## config.mk

```make
export PLATFORM = sky130hd
export DESIGN_NAME = fdc_cmd_seq
export DESIGN_NICKNAME = d
export VERILOG_FILES = /design/src/rtl/fdc_seq_pkg.sv /design/src/rtl/fdc_dor_reg.sv /design/src/rtl/fdc_exec_timer.sv /design/src/rtl/fdc_track_bank.sv /design/src/rtl/fdc_phase_ctl.sv /design/src/rtl/fdc_cmd_seq.sv
export SDC_FILE = /design/constraint.sdc
export NUM_CORES = 1
export LEC_CHECK = 0
export ABC_AREA = 1
export BUFFER_PORTS_ARGS = -buffer_cell sky130_fd_sc_hd__buf_2
export CORE_MARGIN = 5
export CORE_UTILIZATION = 65
export DETAILED_ROUTE_END_ITERATION = 8
export GPL_TIMING_DRIVEN = 0
export PLACE_DENSITY = 0.85
export REMOVE_ABC_BUFFERS = 1
export SLEW_MARGIN = 20
export SYNTH_ARGS = -nofsm -noshare
export SYNTH_HDL_FRONTEND = slang
export SYNTH_SLANG_ARGS = --single-unit
```

## constraint.sdc

```tcl
create_clock -name clk -period 6.1 [get_ports clk]
set_input_delay 0.61 -clock clk [delete_from_list [all_inputs] [get_ports clk]]
set_output_delay 0.61 -clock clk [all_outputs]
set_load 0.02 [all_outputs]
```

## src/rtl/fdc_seq_pkg.sv

```systemverilog
package fdc_seq_pkg;

    localparam int RES_MAX = 7;

    localparam logic [7:0] OPC_READ     = 8'h46;
    localparam logic [7:0] OPC_WRITE    = 8'hC5;
    localparam logic [7:0] OPC_SEEK     = 8'h0F;
    localparam logic [7:0] OPC_RECAL    = 8'h07;
    localparam logic [7:0] OPC_SNS_INT  = 8'h08;
    localparam logic [7:0] OPC_SPECIFY  = 8'h03;
    localparam logic [7:0] OPC_SNS_DRV  = 8'h04;
    localparam logic [7:0] OPC_VERSION  = 8'h10;

    localparam logic [7:0] VERSION_ID   = 8'h90;
    localparam logic [7:0] ST0_INVALID  = 8'h80;
    localparam logic [7:0] ST1_END_CYL  = 8'h80;

    typedef enum logic [1:0] {
        PH_IDLE,
        PH_PARAM,
        PH_EXEC,
        PH_RESULT
    } phase_e;

    typedef enum logic [2:0] {
        K_XFER,
        K_SEEK,
        K_RECAL,
        K_SNS_INT,
        K_SPECIFY,
        K_SNS_DRV,
        K_VERSION,
        K_INVALID
    } kind_e;

    typedef struct packed {
        logic       rqm;
        logic       dio;
        logic       ndma;
        logic       busy;
        logic [3:0] drv_busy;
    } msr_t;

    function automatic kind_e decode_op(input logic [7:0] op);
        case (op)
            OPC_READ, OPC_WRITE: return K_XFER;
            OPC_SEEK:            return K_SEEK;
            OPC_RECAL:           return K_RECAL;
            OPC_SNS_INT:         return K_SNS_INT;
            OPC_SPECIFY:         return K_SPECIFY;
            OPC_SNS_DRV:         return K_SNS_DRV;
            OPC_VERSION:         return K_VERSION;
            default:             return K_INVALID;
        endcase
    endfunction

    function automatic logic [3:0] param_len(input kind_e k);
        case (k)
            K_XFER:    return 4'd8;
            K_SEEK:    return 4'd2;
            K_RECAL:   return 4'd1;
            K_SPECIFY: return 4'd2;
            K_SNS_DRV: return 4'd1;
            default:   return 4'd0;
        endcase
    endfunction

    function automatic logic [7:0] make_st0(input logic [1:0] code, input logic seek_end,
                                            input logic head, input logic [1:0] drv);
        return {code, seek_end, 2'b00, head, drv};
    endfunction

    function automatic msr_t phase_status(input phase_e ph);
        msr_t s;
        s = '0;
        case (ph)
            PH_IDLE:   s.rqm = 1'b1;
            PH_PARAM:  begin s.rqm = 1'b1; s.busy = 1'b1; end
            PH_EXEC:   s.busy = 1'b1;
            PH_RESULT: begin s.rqm = 1'b1; s.dio = 1'b1; s.busy = 1'b1; end
            default:   s = '0;
        endcase
        return s;
    endfunction

endpackage

```

## src/rtl/fdc_dor_reg.sv

```systemverilog
module fdc_dor_reg #(
    parameter int N_DRIVES = 4
) (
    input  logic                clk,
    input  logic                rst,
    input  logic                wr,
    input  logic [7:0]          wdata,
    output logic [7:0]          q,
    output logic                hold,
    output logic [1:0]          drv_sel,
    output logic [N_DRIVES-1:0] motor_en
);
    always_ff @(posedge clk) begin
        if (rst)
            q <= 8'h00;
        else if (wr)
            q <= wdata;
    end

    assign hold    = ~q[2];
    assign drv_sel = q[1:0];

    for (genvar i = 0; i < N_DRIVES; i++) begin : g_motor
        assign motor_en[i] = q[4+i];
    end
endmodule

```

## src/rtl/fdc_exec_timer.sv

```systemverilog
module fdc_exec_timer #(
    parameter int EXEC_CYCLES = 16
) (
    input  logic clk,
    input  logic clr,
    input  logic start,
    output logic done
);
    localparam int CNT_W = $clog2(EXEC_CYCLES + 1);

    logic             active_q;
    logic [CNT_W-1:0] cnt_q;

    always_ff @(posedge clk) begin
        if (clr) begin
            active_q <= 1'b0;
            cnt_q    <= '0;
        end else if (start) begin
            active_q <= 1'b1;
            cnt_q    <= CNT_W'(EXEC_CYCLES - 1);
        end else if (active_q) begin
            if (cnt_q == '0)
                active_q <= 1'b0;
            else
                cnt_q <= cnt_q - 1'b1;
        end
    end

    assign done = active_q && (cnt_q == '0);
endmodule

```

## src/rtl/fdc_track_bank.sv

```systemverilog
module fdc_track_bank #(
    parameter int N_DRIVES = 4,
    parameter int DRV_W    = 2
) (
    input  logic             clk,
    input  logic             rst,
    input  logic             we,
    input  logic [DRV_W-1:0] wdrv,
    input  logic [7:0]       wcyl,
    input  logic [DRV_W-1:0] rdrv,
    output logic [7:0]       rcyl
);
    logic [7:0] cyl_q [N_DRIVES];

    for (genvar i = 0; i < N_DRIVES; i++) begin : g_drive
        always_ff @(posedge clk) begin
            if (rst)
                cyl_q[i] <= 8'h00;
            else if (we && (wdrv == DRV_W'(i)))
                cyl_q[i] <= wcyl;
        end
    end

    always_comb begin
        rcyl = 8'h00;
        for (int i = 0; i < N_DRIVES; i++)
            if (rdrv == DRV_W'(i))
                rcyl = cyl_q[i];
    end
endmodule

```

## src/rtl/fdc_phase_ctl.sv

```systemverilog
module fdc_phase_ctl
    import fdc_seq_pkg::*;
#(
    parameter int DRV_W = 2
) (
    input  logic             clk,
    input  logic             core_rst,
    input  logic             hold,
    input  logic             dat_wr,
    input  logic             dat_rd,
    input  logic [7:0]       dat_wdata,
    output logic [7:0]       dat_rdata,
    output logic [7:0]       msr,
    output logic             irq_pend,
    output logic             timer_start,
    input  logic             timer_done,
    output logic             trk_we,
    output logic [DRV_W-1:0] trk_wdrv,
    output logic [7:0]       trk_wcyl,
    output logic [DRV_W-1:0] trk_rdrv,
    input  logic [7:0]       trk_rcyl
);
    phase_e     phase_q;
    kind_e      kind_q;
    logic [2:0] sel_q;
    logic [7:0] prm_q [1:5];
    logic [2:0] prm_idx_q;
    logic [3:0] prm_len_q;
    logic [7:0] res_q [RES_MAX];
    logic [2:0] res_idx_q;
    logic [2:0] res_last_q;
    logic       irq_q;
    logic       sns_vld_q;
    logic [7:0] sns_st0_q;
    logic [7:0] sns_cyl_q;

    logic       wr_ok, rd_ok, last_prm, eoc, execs;
    kind_e      op_kind;
    logic [7:0] seek_tgt, st3;
    msr_t       ms;

    assign wr_ok    = dat_wr && !hold && (phase_q == PH_IDLE || phase_q == PH_PARAM);
    assign rd_ok    = dat_rd && !hold && (phase_q == PH_RESULT);
    assign op_kind  = decode_op(dat_wdata);
    assign last_prm = wr_ok && (phase_q == PH_PARAM) &&
                      ({1'b0, prm_idx_q} == prm_len_q - 4'd1);
    assign execs    = (kind_q == K_XFER) || (kind_q == K_SEEK) || (kind_q == K_RECAL);
    assign eoc      = (prm_q[3] == prm_q[5]);
    assign seek_tgt = (kind_q == K_SEEK) ? prm_q[1] : 8'h00;
    assign st3      = {2'b00, 1'b1, (trk_rcyl == 8'h00), 1'b0, dat_wdata[2:0]};

    assign timer_start = last_prm && execs;
    assign trk_we      = timer_done && !core_rst && (kind_q == K_SEEK || kind_q == K_RECAL);
    assign trk_wdrv    = sel_q[DRV_W-1:0];
    assign trk_wcyl    = seek_tgt;
    assign trk_rdrv    = dat_wdata[DRV_W-1:0];

    assign ms        = phase_status(phase_q);
    assign msr       = hold ? 8'h00 : ms;
    assign dat_rdata = (!hold && phase_q == PH_RESULT) ? res_q[res_idx_q] : 8'h00;
    assign irq_pend  = irq_q;

    always_ff @(posedge clk) begin
        if (core_rst) begin
            phase_q    <= PH_IDLE;
            kind_q     <= K_INVALID;
            sel_q      <= 3'b000;
            prm_idx_q  <= '0;
            prm_len_q  <= '0;
            res_idx_q  <= '0;
            res_last_q <= '0;
            irq_q      <= 1'b0;
            sns_vld_q  <= 1'b0;
            sns_st0_q  <= 8'h00;
            sns_cyl_q  <= 8'h00;
        end else begin
            case (phase_q)
                PH_IDLE: if (wr_ok) begin
                    kind_q    <= op_kind;
                    prm_len_q <= param_len(op_kind);
                    prm_idx_q <= '0;
                    res_idx_q <= '0;
                    case (op_kind)
                        K_SNS_INT: begin
                            irq_q      <= 1'b0;
                            res_q[0]   <= sns_vld_q ? sns_st0_q : ST0_INVALID;
                            res_q[1]   <= sns_vld_q ? sns_cyl_q : 8'h00;
                            sns_vld_q  <= 1'b0;
                            res_last_q <= 3'd1;
                            phase_q    <= PH_RESULT;
                        end
                        K_VERSION: begin
                            res_q[0]   <= VERSION_ID;
                            res_last_q <= 3'd0;
                            phase_q    <= PH_RESULT;
                        end
                        K_INVALID: begin
                            res_q[0]   <= ST0_INVALID;
                            res_last_q <= 3'd0;
                            phase_q    <= PH_RESULT;
                        end
                        default: phase_q <= PH_PARAM;
                    endcase
                end
                PH_PARAM: if (wr_ok) begin
                    if (prm_idx_q == 3'd0)
                        sel_q <= dat_wdata[2:0];
                    else if (prm_idx_q <= 3'd5)
                        prm_q[prm_idx_q] <= dat_wdata;
                    prm_idx_q <= prm_idx_q + 1'b1;
                    if (last_prm) begin
                        case (kind_q)
                            K_SPECIFY: phase_q <= PH_IDLE;
                            K_SNS_DRV: begin
                                res_q[0]   <= st3;
                                res_last_q <= 3'd0;
                                phase_q    <= PH_RESULT;
                            end
                            default: phase_q <= PH_EXEC;
                        endcase
                    end
                end
                PH_EXEC: if (timer_done) begin
                    irq_q <= 1'b1;
                    if (kind_q == K_XFER) begin
                        res_q[0]   <= make_st0(eoc ? 2'b01 : 2'b00, 1'b0, sel_q[2], sel_q[1:0]);
                        res_q[1]   <= eoc ? ST1_END_CYL : 8'h00;
                        res_q[2]   <= 8'h00;
                        res_q[3]   <= prm_q[1];
                        res_q[4]   <= prm_q[2];
                        res_q[5]   <= eoc ? 8'h01 : prm_q[3] + 8'h01;
                        res_q[6]   <= prm_q[4];
                        res_last_q <= 3'd6;
                        phase_q    <= PH_RESULT;
                    end else begin
                        sns_vld_q <= 1'b1;
                        sns_st0_q <= make_st0(2'b00, 1'b1, 1'b0, sel_q[1:0]);
                        sns_cyl_q <= seek_tgt;
                        phase_q   <= PH_IDLE;
                    end
                end
                PH_RESULT: if (rd_ok) begin
                    if (res_idx_q == 3'd0)
                        irq_q <= 1'b0;
                    if (res_idx_q == res_last_q)
                        phase_q <= PH_IDLE;
                    else
                        res_idx_q <= res_idx_q + 1'b1;
                end
                default: phase_q <= PH_IDLE;
            endcase
        end
    end
endmodule

```

## src/rtl/fdc_cmd_seq.sv

```systemverilog
module fdc_cmd_seq
    import fdc_seq_pkg::*;
#(
    parameter int N_DRIVES    = 4,
    parameter int EXEC_CYCLES = 16
) (
    input  logic                clk,
    input  logic                rst,
    input  logic                dor_wr,
    input  logic [7:0]          dor_wdata,
    output logic [7:0]          dor_q,
    output logic [1:0]          drv_sel,
    output logic [N_DRIVES-1:0] motor_en,
    input  logic                dat_wr,
    input  logic                dat_rd,
    input  logic [7:0]          dat_wdata,
    output logic [7:0]          dat_rdata,
    output logic [7:0]          msr,
    output logic                irq
);
    localparam int DRV_W = (N_DRIVES > 1) ? $clog2(N_DRIVES) : 1;

    logic             hold, core_rst, irq_pend;
    logic             timer_start, timer_done;
    logic             trk_we;
    logic [DRV_W-1:0] trk_wdrv, trk_rdrv;
    logic [7:0]       trk_wcyl, trk_rcyl;

    fdc_dor_reg #(.N_DRIVES(N_DRIVES)) u_dor (
        .clk(clk), .rst(rst), .wr(dor_wr), .wdata(dor_wdata),
        .q(dor_q), .hold(hold), .drv_sel(drv_sel), .motor_en(motor_en)
    );

    assign core_rst = rst | hold | (dor_wr & ~dor_wdata[2]);

    fdc_exec_timer #(.EXEC_CYCLES(EXEC_CYCLES)) u_timer (
        .clk(clk), .clr(core_rst), .start(timer_start), .done(timer_done)
    );

    fdc_track_bank #(.N_DRIVES(N_DRIVES), .DRV_W(DRV_W)) u_track (
        .clk(clk), .rst(rst), .we(trk_we), .wdrv(trk_wdrv), .wcyl(trk_wcyl),
        .rdrv(trk_rdrv), .rcyl(trk_rcyl)
    );

    fdc_phase_ctl #(.DRV_W(DRV_W)) u_ctl (
        .clk(clk), .core_rst(core_rst), .hold(hold),
        .dat_wr(dat_wr), .dat_rd(dat_rd), .dat_wdata(dat_wdata), .dat_rdata(dat_rdata),
        .msr(msr), .irq_pend(irq_pend),
        .timer_start(timer_start), .timer_done(timer_done),
        .trk_we(trk_we), .trk_wdrv(trk_wdrv), .trk_wcyl(trk_wcyl),
        .trk_rdrv(trk_rdrv), .trk_rcyl(trk_rcyl)
    );

    assign irq = irq_pend & dor_q[3];
endmodule

```

==> results of run 1 <==
==> sequential cells by signal, summed over array words and instances, names as in the netlist, named ones only <==
register / cells
u_ctl.irq_pend: 1
u_ctl.kind_q: 3
u_ctl.phase_q: 2
u_ctl.prm_idx_q: 3
u_ctl.prm_len_q: 3
u_ctl.prm_q: 40
u_ctl.res_idx_q: 3
u_ctl.res_last_q: 2
u_ctl.res_q: 47
u_ctl.sel_q: 3
u_ctl.sns_cyl_q: 8
u_ctl.sns_st0_q: 3
u_ctl.sns_vld_q: 1
u_dor.q: 8
u_timer.active_q: 1
u_timer.cnt_q: 5
u_track.cyl_q: 32
==> worst register-to-register path, cell delays in order, from the launching register on <==
cell	delay [ns]
dfxtp_1	0.42
inv_1	0.14
nor2_4	0.65
nand3_1	0.42
inv_2	0.64
nor2_4	0.12
nand3_1	0.34
==> worst min path at each step <==
stage,to,cells after the start
4_1_cts,u_dor.q[4],3
2_1_floorplan,u_ctl.res_q[4][0],0
3_5_place_dp,u_ctl.res_q[6][7],0
5_1_grt,u_dor.q[6],3
3_3_place_gp,u_ctl.res_q[6][2],0
6_report,u_dor.q[3],3
==> per-stage QoR <==
stage	setup slack, ns	instances	instance area (um2)
2_1_floorplan	3.39	749	7280
3_3_place_gp	2.52	938	7690
3_5_place_dp	2.46	938	7690
4_1_cts	2.88	970	8280
5_1_grt	2.67	970	8300
6_report	2.89	970	8300
==> kinds of logic (layout without fill, tap and decap cells) <==
| family | after synthesis | in the layout | synth area share |
|---|---|---|---|
| buf+inv | 117 | 165 | 0.0655 |
| flops | 168 | 168 | 0.613 |
| xor+xnor | 9 | 9 | 0.0106 |
| simple gates | 353 | 353 | 0.202 |
| other cells | 1 | 5 | 0.000505 |
| fa+ha+maj | 12 | 12 | 0.0202 |
| compound gates | 115 | 115 | 0.0883 |
==> layer usage <==
metal	routed length [um]	track usage
met4	491	0.116
met3	1450	0.0596
met1	6610	0.332
met2	8930	0.474
met5	0	0
==> power breakdown <==
group	switching [mW]	total, mW	internal, mW	leakage, nW
Sequential	0.00626	1.23	1.23	1.53
Clock	0.473	1.09	0.612	0.286
Combinational	0.0594	0.0807	0.0213	1.43
Total	0.539	2.40	1.86	3.25
==> cell usage in the layout (no fill, tap or decap), types with 3 or more instances in the layout <==
master	n
nand4_1	14
a21oi_1	42
edfxtp_1	119
o211ai_1	5
xor2_1	5
inv_2	3
nand3_2	4
clkbuf_16	17
a211oi_1	10
nor3_1	3
nor2_1	144
inv_1	84
xnor2_1	4
inv_6	8
buf_2	46
nor3_2	3
conb_1	5
o21ai_0	46
dfxtp_1	49
or2_2	5
nand2_1	137
nand3_1	33
a311oi_1	7
ha_1	12
==> layout make-up <==
class                   count  area [um2]
flip-flops and latches    168        4550
fillers                   784        3020
multi-input cells         494        2420
clock buffers              17         425
inverters                  87         327
repair buffers             46         230
well taps                 143         179
clock inverters            15         164
==> flow_summary.toml, run 1 <==
[run_status]
status = "complete, no violations"

[synthesis]
seq_area_frac_synth = 0.613
yosys.area.top_type = "edfxtp_1"
synth_most_common_cell = "nor2_1"
async_reset_ff_frac = 0
yosysTopAreaCellShare = 0.481
synth_area_per_cell_um2 = 9.58
synthTopCellsByCount = "nor2_1, nand2_1, edfxtp_1"
yosys_warnings = 0
syn_inst = 775
synth_ff_type = "edfxtp_1"
synth-edff-count = 119
netlist_area_um2 = 7430
ys_ff_latch = 168
yosys-top-cells-area = "edfxtp_1, dfxtp_1, nor2_1"
ys_types = 35

[route]
avgRoutedWirePerCell_um = 18.0
drtIter0Drc = 547
drcViolationCount = 0
vias_per_cell = 5.93
firstDrtPassIters = 5
vias = 5756
routed_wl_um = 17500
antenna_left = 0

[sta]
tightest_slew_ns = 0.848
fin_crit_sh = 0.526
clock_skew_ns = 0.00745
max_freq_ghz = 0.311
whs_ns = 0.400
slew_violations = 0
rsz0062_at_grt = "no"
relSlewSlack = 0.434
min_period_ns = 3.21
hold_viol = 0
setup_viol = 0
finalSetupTns_ns = 0

[die]
rows = 39
num_io_pins = 52
fp.dieH_um = 117
initial_utilization = 0.656
dieWidth_um = 117
die_area_um2 = 13700
core_area_um2 = 11300

[layout]
num-nets-final = 847
syn_to_final_growth_pct = 11.7
post-route-util = 0.733
drive_above_1_share = 0.120
antenna_cells = 0

[setup_path]
critPathTopFamily = "simple AND/OR/NAND/NOR gates"
max_stage_delay_ns = 0.64
cp.required_ns = 6.20
cp.depth = 8
cp.arrival_ns = 3.31
path_cells = "buf_2 > inv_1 > o21ai_4 > nor2_4 > nand3_1 > inv_2 > nor2_4 > nand3_1"
worstSetupEndpointType = "flop"
r2r-end = "u_ctl.res_q[0][6]"
worstSetupPathType = "in -> reg"
reg2reg_slack_ns = 3.04
crit_end = "u_ctl.res_q[0][6]"
start_kind = "primary input"
r2r-start = "u_dor.q[2]"
cp-startpoint = "rst"
reg2reg_depth = 6
crit_buf_inv = 3
cp_slowest_cell = "nor2_4"
cp_max_fo = 34

[pwr]
leakage_nw = 3.25
power.density_nw_per_um2 = 289
ir_worst_vdd_uv = 177
power.total_mw = 2.40

[cts]
cts_resized = 0
htree_levels = 4
postCtsSetupBuffers = 0
cts-root-buf = "clkbuf_16"
hold_buffers = 0
clkLatencyLatePin_ns = 0.43
numCtsBuffers = 17
clock_path_buffers = 2
cts.sinks = 168
path_clk_slew_ns = 0.07
tritoncts = "done"

[global_route]
antenna_found_initial = 0
grt_overflow_total = 0
grt_start_max_net_pins = 35
grt_pass1_vias = 5789
grt_first_pass_wirelength_um = 27900
grt_usage = 0.274

[worst_hold_path]
worstHoldStart = "dor_wdata[3]"
worstHoldPathType = "in -> reg"

[job]
maxCapViolCount = 0

[placement]
place_congestion = 1.00
placement.io_buffers = 46
dpl.hpwl_um = 11800
Note: power is estimated with default switching activity, not from simulation.
==> run 2: changes to the inputs <==
Settings changed: CORE_UTILIZATION 65 to 54, PLACE_DENSITY 0.85 to 0.75.
Clock period 6.1 ns to 2.6 ns, I/O delays scaled along.
==> flow_summary.toml, run 2 (synthesis gave the netlist of run 1 again) <==
[layout]
postLayoutCellArea_um2 = 8490
mostFrequentLayoutCells = "nor2_1, nand2_1, edfxtp_1"
top_regs = "u_ctl.res_q x47, u_ctl.prm_q x40, u_track.cyl_q x32"
multiInputGateArea_um2 = 2450
regMostFlops = "u_ctl.res_q"
nFillCells = 1044
largest_reg_flops = 47
syn_to_final_growth_pct = 14.4
drive_above_1_share = 0.135
antenna_cells = 0
final_common_cell = "nor2_1"
num-nets-final = 855
final-seq-area_um2 = 4560

[setup_path]
start_kind = "flop"
critPathTopFamily = "simple AND/OR/NAND/NOR gates"
crit_buf_inv = 3
max_stage_delay_ns = 0.33
cp.arrival_ns = 2.59
worstSetupPathType = "reg -> reg"
worstSetupEndpointType = "flop"
cp.required_ns = 2.74
path_cells = "inv_1 > ha_2 > inv_1 > nor2_4 > nor2_1 > nor2_1 > nand2_1 > nor2_1 > inv_1 > o22ai_1 > a21oi_1"
cp_slowest_cell = "dfxtp_1"
cp_max_fo = 11

[sta]
layout_setup_ws_ns = 0.150
whs_ns = 0.0610
hold_viol = 0
finalSetupTns_ns = 0
rsz0062_at_grt = "no"
slew_violations = 0
fin_crit_sh = 0.942
relSlewSlack = 0.474
min_period_ns = 2.45
clock_skew_ns = 0.00548
setup_viol = 0
tightest_slew_ns = 0.788
max_freq_ghz = 0.408

[die]
core_area_um2 = 13300
initial_utilization = 0.556
dieWidth_um = 127
rows = 42
fp.dieH_um = 127
die_area_um2 = 16200
num_io_pins = 52

[route]
drtIter0Drc = 543
avgRoutedWirePerCell_um = 15.9
antenna_left = 0
dr_wl_met2_um = 7810
vias = 5503
wl_met3_um = 1170
vias_per_cell = 5.44
routed_wl_um = 16100
top_layer = "met4"
met1_length_um = 6770
drcViolationCount = 0
firstDrtPassIters = 6

[placement]
place_area_um2 = 7730
place_congestion = 0.887
dpl.hpwl_um = 11000
placement.io_buffers = 46
preCtsSetupSlack_ns = -0.684

[job]
maxCapViolCount = 0

[cts]
path_clk_slew_ns = 0.06
clock_path_buffers = 2
clkLatencyLatePin_ns = 0.42
cts-root-buf = "clkbuf_16"
htree_levels = 4
numCtsBuffers = 17
tritoncts = "done"
cts.sinks = 168

[pwr]
seqPwrFrac = 0.504
clkPwrFrac = 0.461
power.density_nw_per_um2 = 675
leakage_nw = 3.33
power_switching_mw = 1.14
combPwrFrac = 0.034
p_sw_frac = 0.199
ir_worst_vdd_uv = 466
p_int_mw = 4.59

[worst_hold_path]
worstHoldPathType = "in -> reg"

[global_route]
grt_pass1_vias = 5211
grt_overflow_total = 0
grt_usage = 0.203
antenna_found_initial = 0
grt_first_pass_wirelength_um = 25700
grt_start_max_net_pins = 35

[run_status]
status = "complete, no violations"
==> run 2: power groups by stage <==
| stage | sequential, mW | clock [mW] | combinational [mW] |
|---|---|---|---|
| after detailed placement | 2.95 | 0 | 0.186 |
| after CTS | 2.89 | 2.67 | 0.191 |
| after floorplan | 2.96 | 0 | 0.0911 |
| after global placement | 2.94 | 0 | 0.183 |
| final | 2.89 | 2.64 | 0.196 |
| after global routing | 2.89 | 2.80 | 0.216 |
==> run 2: tightest hold or removal path, stage by stage <==
cell    delay (ns)
buf_2         0.07
nor2_1        0.03
nor2_1        0.08
==> run 2: area by class of cell <==
cell class              instances  area share
repair buffers                 53      0.0333
flip-flops and latches        168       0.536
multi-input cells             495       0.288
clock buffers                  21      0.0542
clock inverters                11      0.0202
inverters                      87      0.0420
well taps                     176      0.0259
==> run 2: through the flow <==
stage | util | std cells | power (mW)
3_5_place_dp | 0.579 | 971 | 3.13
2_1_floorplan | - | 749 | 3.05
6_report | 0.636 | 1011 | 5.73
3_3_place_gp | 0.579 | 971 | 3.13
4_1_cts | 0.632 | 1006 | 5.75
5_1_grt | 0.636 | 1011 | 5.91
==> run 2: path summary, 6_finish.rpt <==
path	depth (start not counted)	to	startpoint	slack, ns
max	11	u_ctl.res_q[0][1]	u_ctl.phase_q[0]	0.15
min	3	u_dor.q[7]	dor_wdata[7]	0.06
max reg2reg	11	u_ctl.res_q[0][1]	u_ctl.phase_q[0]	0.15
min reg2reg	0	u_ctl.res_q[4][6]	u_ctl.prm_q[2][6]	0.42
==> run 2: layer usage <==
| layer | GRT usage | vias up |
|---|---|---|
| li1 | - | 2682 |
| met1 | 0.267 | 2597 |
| met2 | 0.334 | 197 |
| met3 | 0.0467 | 27 |
| met4 | 0.0700 | 0 |
| met5 | 0 | - |
==> run 2: repair_timing <==
| item | in CTS | in global routing |
|---|---|---|
| pin swaps | 1 | 2 |
| buffers inserted | 2 | 5 |
| setup endpoints to repair | 113 | 49 |
| gates cloned | 1 | 0 |
| gates resized for setup | 10 | 5 |
| hold buffers | 0 | 0 |
==> run 3: changes to the inputs <==
Settings changed: CORE_UTILIZATION 54 to 40, PLACE_DENSITY 0.75 to 0.59.
==> flow_summary.toml, run 3 (synthesis gave the netlist of run 1 again) <==
[setup_path]
crit_buf_inv = 3
r2r-start = "u_ctl.phase_q[0]"
start_kind = "flop"
max_stage_delay_ns = 0.38
reg2reg_depth = 11
cp_slowest_cell = "ha_1"
worstSetupEndpointType = "flop"
path_cells = "inv_1 > ha_1 > inv_1 > nor2_4 > nor2_1 > nor2_1 > nand2_1 > nor2_1 > inv_1 > o22ai_1 > a21oi_1"
critPathTopFamily = "simple AND/OR/NAND/NOR gates"
cp_max_fo = 11
cp.arrival_ns = 2.70
cp.required_ns = 2.75
r2r-end = "u_ctl.res_q[0][0]"
worstSetupPathType = "reg -> reg"
reg2reg_slack_ns = 0.05

[die]
core_area_um2 = 18100
fp.dieH_um = 146
initial_utilization = 0.409
num_io_pins = 52
dieWidth_um = 146
rows = 49
die_area_um2 = 21400

[cts]
path_clk_slew_ns = 0.07
clock_path_buffers = 2
clkLatencyLatePin_ns = 0.42
hold_buffers = 0
tritoncts = "done"
htree_levels = 4
cts-root-buf = "clkbuf_16"
numCtsBuffers = 17
cts.sinks = 168

[sta]
rsz0062_at_grt = "yes"
slew_violations = 0
max_freq_ghz = 0.392
clock_skew_ns = 0.0118
tightest_slew_ns = 0.852
layout_setup_ws_ns = 0.0508
relSlewSlack = 0.431
fin_crit_sh = 0.980
setup_viol = 0
hold_viol = 0
min_period_ns = 2.55
whs_ns = 0.0625

[layout]
largest_reg_flops = 47
num-nets-final = 852
final-seq-area_um2 = 4560
mostFrequentLayoutCells = "nor2_1, nand2_1, edfxtp_1"
top_regs = "u_ctl.res_q x47, u_ctl.prm_q x40, u_track.cyl_q x32"
multiInputGateArea_um2 = 2450
antenna_cells = 0
final_common_cell = "nor2_1"
drive_above_1_share = 0.136
nFillCells = 1727
post-route-util = 0.469
regMostFlops = "u_ctl.res_q"
syn_to_final_growth_pct = 14.7
postLayoutCellArea_um2 = 8520

[pwr]
leakage_nw = 3.31
ir_worst_vdd_uv = 466
power.density_nw_per_um2 = 675
power.total_mw = 5.75

[global_route]
grt_start_max_net_pins = 35
grt_pass1_vias = 5031
grt_first_pass_wirelength_um = 26600
grt_overflow_total = 0
antenna_found_initial = 0
grt_usage = 0.161

[placement]
place_area_um2 = 7820
preCtsSetupSlack_ns = -0.898
place_congestion = 0.845
placement.io_buffers = 46
dpl.hpwl_um = 11500

[route]
routed_wl_um = 16800
firstDrtPassIters = 5
drcViolationCount = 0
vias_per_cell = 5.02
antenna_left = 0
drtIter0Drc = 473
vias = 5331
avgRoutedWirePerCell_um = 15.8

[job]
maxCapViolCount = 0

[run_status]
status = "complete, no violations"

[worst_hold_path]
worstHoldPathType = "in -> reg"
worstHoldEndpoint = "u_dor.q[0]"
whs_path_depth = 3
worstHoldStart = "dor_wdata[0]"
## run 3: cell count changes in the layout (fill, tap and decap cells not counted), sizes merged
cell,before,now
inv,85,95
bufinv,5,3
clkinv,5,2
clkinvlp,3,2
clkbuf,21,17
buf,53,50
## run 3: worst max-delay path by stage
stage	startpoint	cells past startpoint	slack, ns	endpoint
6_report	u_ctl.phase_q[0]	11	0.05	u_ctl.res_q[0][0]
3_5_place_dp	rst	8	-0.90	u_ctl.res_q[0][1]
4_1_cts	flop	6	0.01	dat_rdata[2]
5_1_grt	u_ctl.phase_q[1]	8	-0.14	u_ctl.prm_q[5][0]
2_1_floorplan	u_dor.q[2]	6	0.16	u_ctl.res_q[0][0]
3_3_place_gp	rst	8	-0.91	u_ctl.res_q[0][1]
## run 3: stage by stage
| stage | setup TNS [ns] | instances |
|---|---|---|
| 4_1_cts | 0 | 1060 |
| 5_1_grt | -3.59 | 1061 |
| 3_3_place_gp | -68.68 | 1024 |
| 6_report | 0 | 1061 |
| 3_5_place_dp | -54.33 | 1025 |
| 2_1_floorplan | 0 | 749 |
## run 3: layout make-up
type / count / share of cell area
clock buffer: 17 / 0.0499
clock inverter: 15 / 0.0235
inverter: 87 / 0.0394
multi-input combinational: 495 / 0.288
sequential: 168 / 0.535
tap: 229 / 0.0336
timing repair buffer: 50 / 0.0306
## run 3: worst register-to-register path, stage by stage, from the launching register on
cell     delay [ns]
dfxtp_1        0.33
inv_1          0.11
ha_1           0.38
inv_1          0.19
nor2_4         0.28
nor2_1         0.15
nor2_1         0.11
nand2_1        0.05
nor2_1         0.28
inv_1          0.18
o22ai_1        0.14
a21oi_1        0.10
## run 3: where the power goes
part / internal [mW] / leakage (nW) / total [mW] / switching, mW
Clock: 1.55 / 0.307 / 2.66 / 1.11
Combinational: 0.0525 / 1.47 / 0.194 / 0.142
Sequential: 2.87 / 1.53 / 2.89 / 0.0141
## run 3: repair_timing
item,CTS,global route
pin swaps,1,0
endpoints found under the setup margin,108,62
gates cloned,1,0
resized for setup,9,3
buffers inserted,2,1
## run 3: metal layers
metal | vias up | part of all wire | routed length, um | track usage
met2 | 151 | 0.46 | 7680 | 0.258
met4 | 0 | 0.017 | 278 | 0.0550
met5 | - | 0 | 0 | 0
met1 | 2490 | 0.48 | 8010 | 0.218
li1 | 2672 | - | - | -
met3 | 18 | 0.051 | 851 | 0.0313
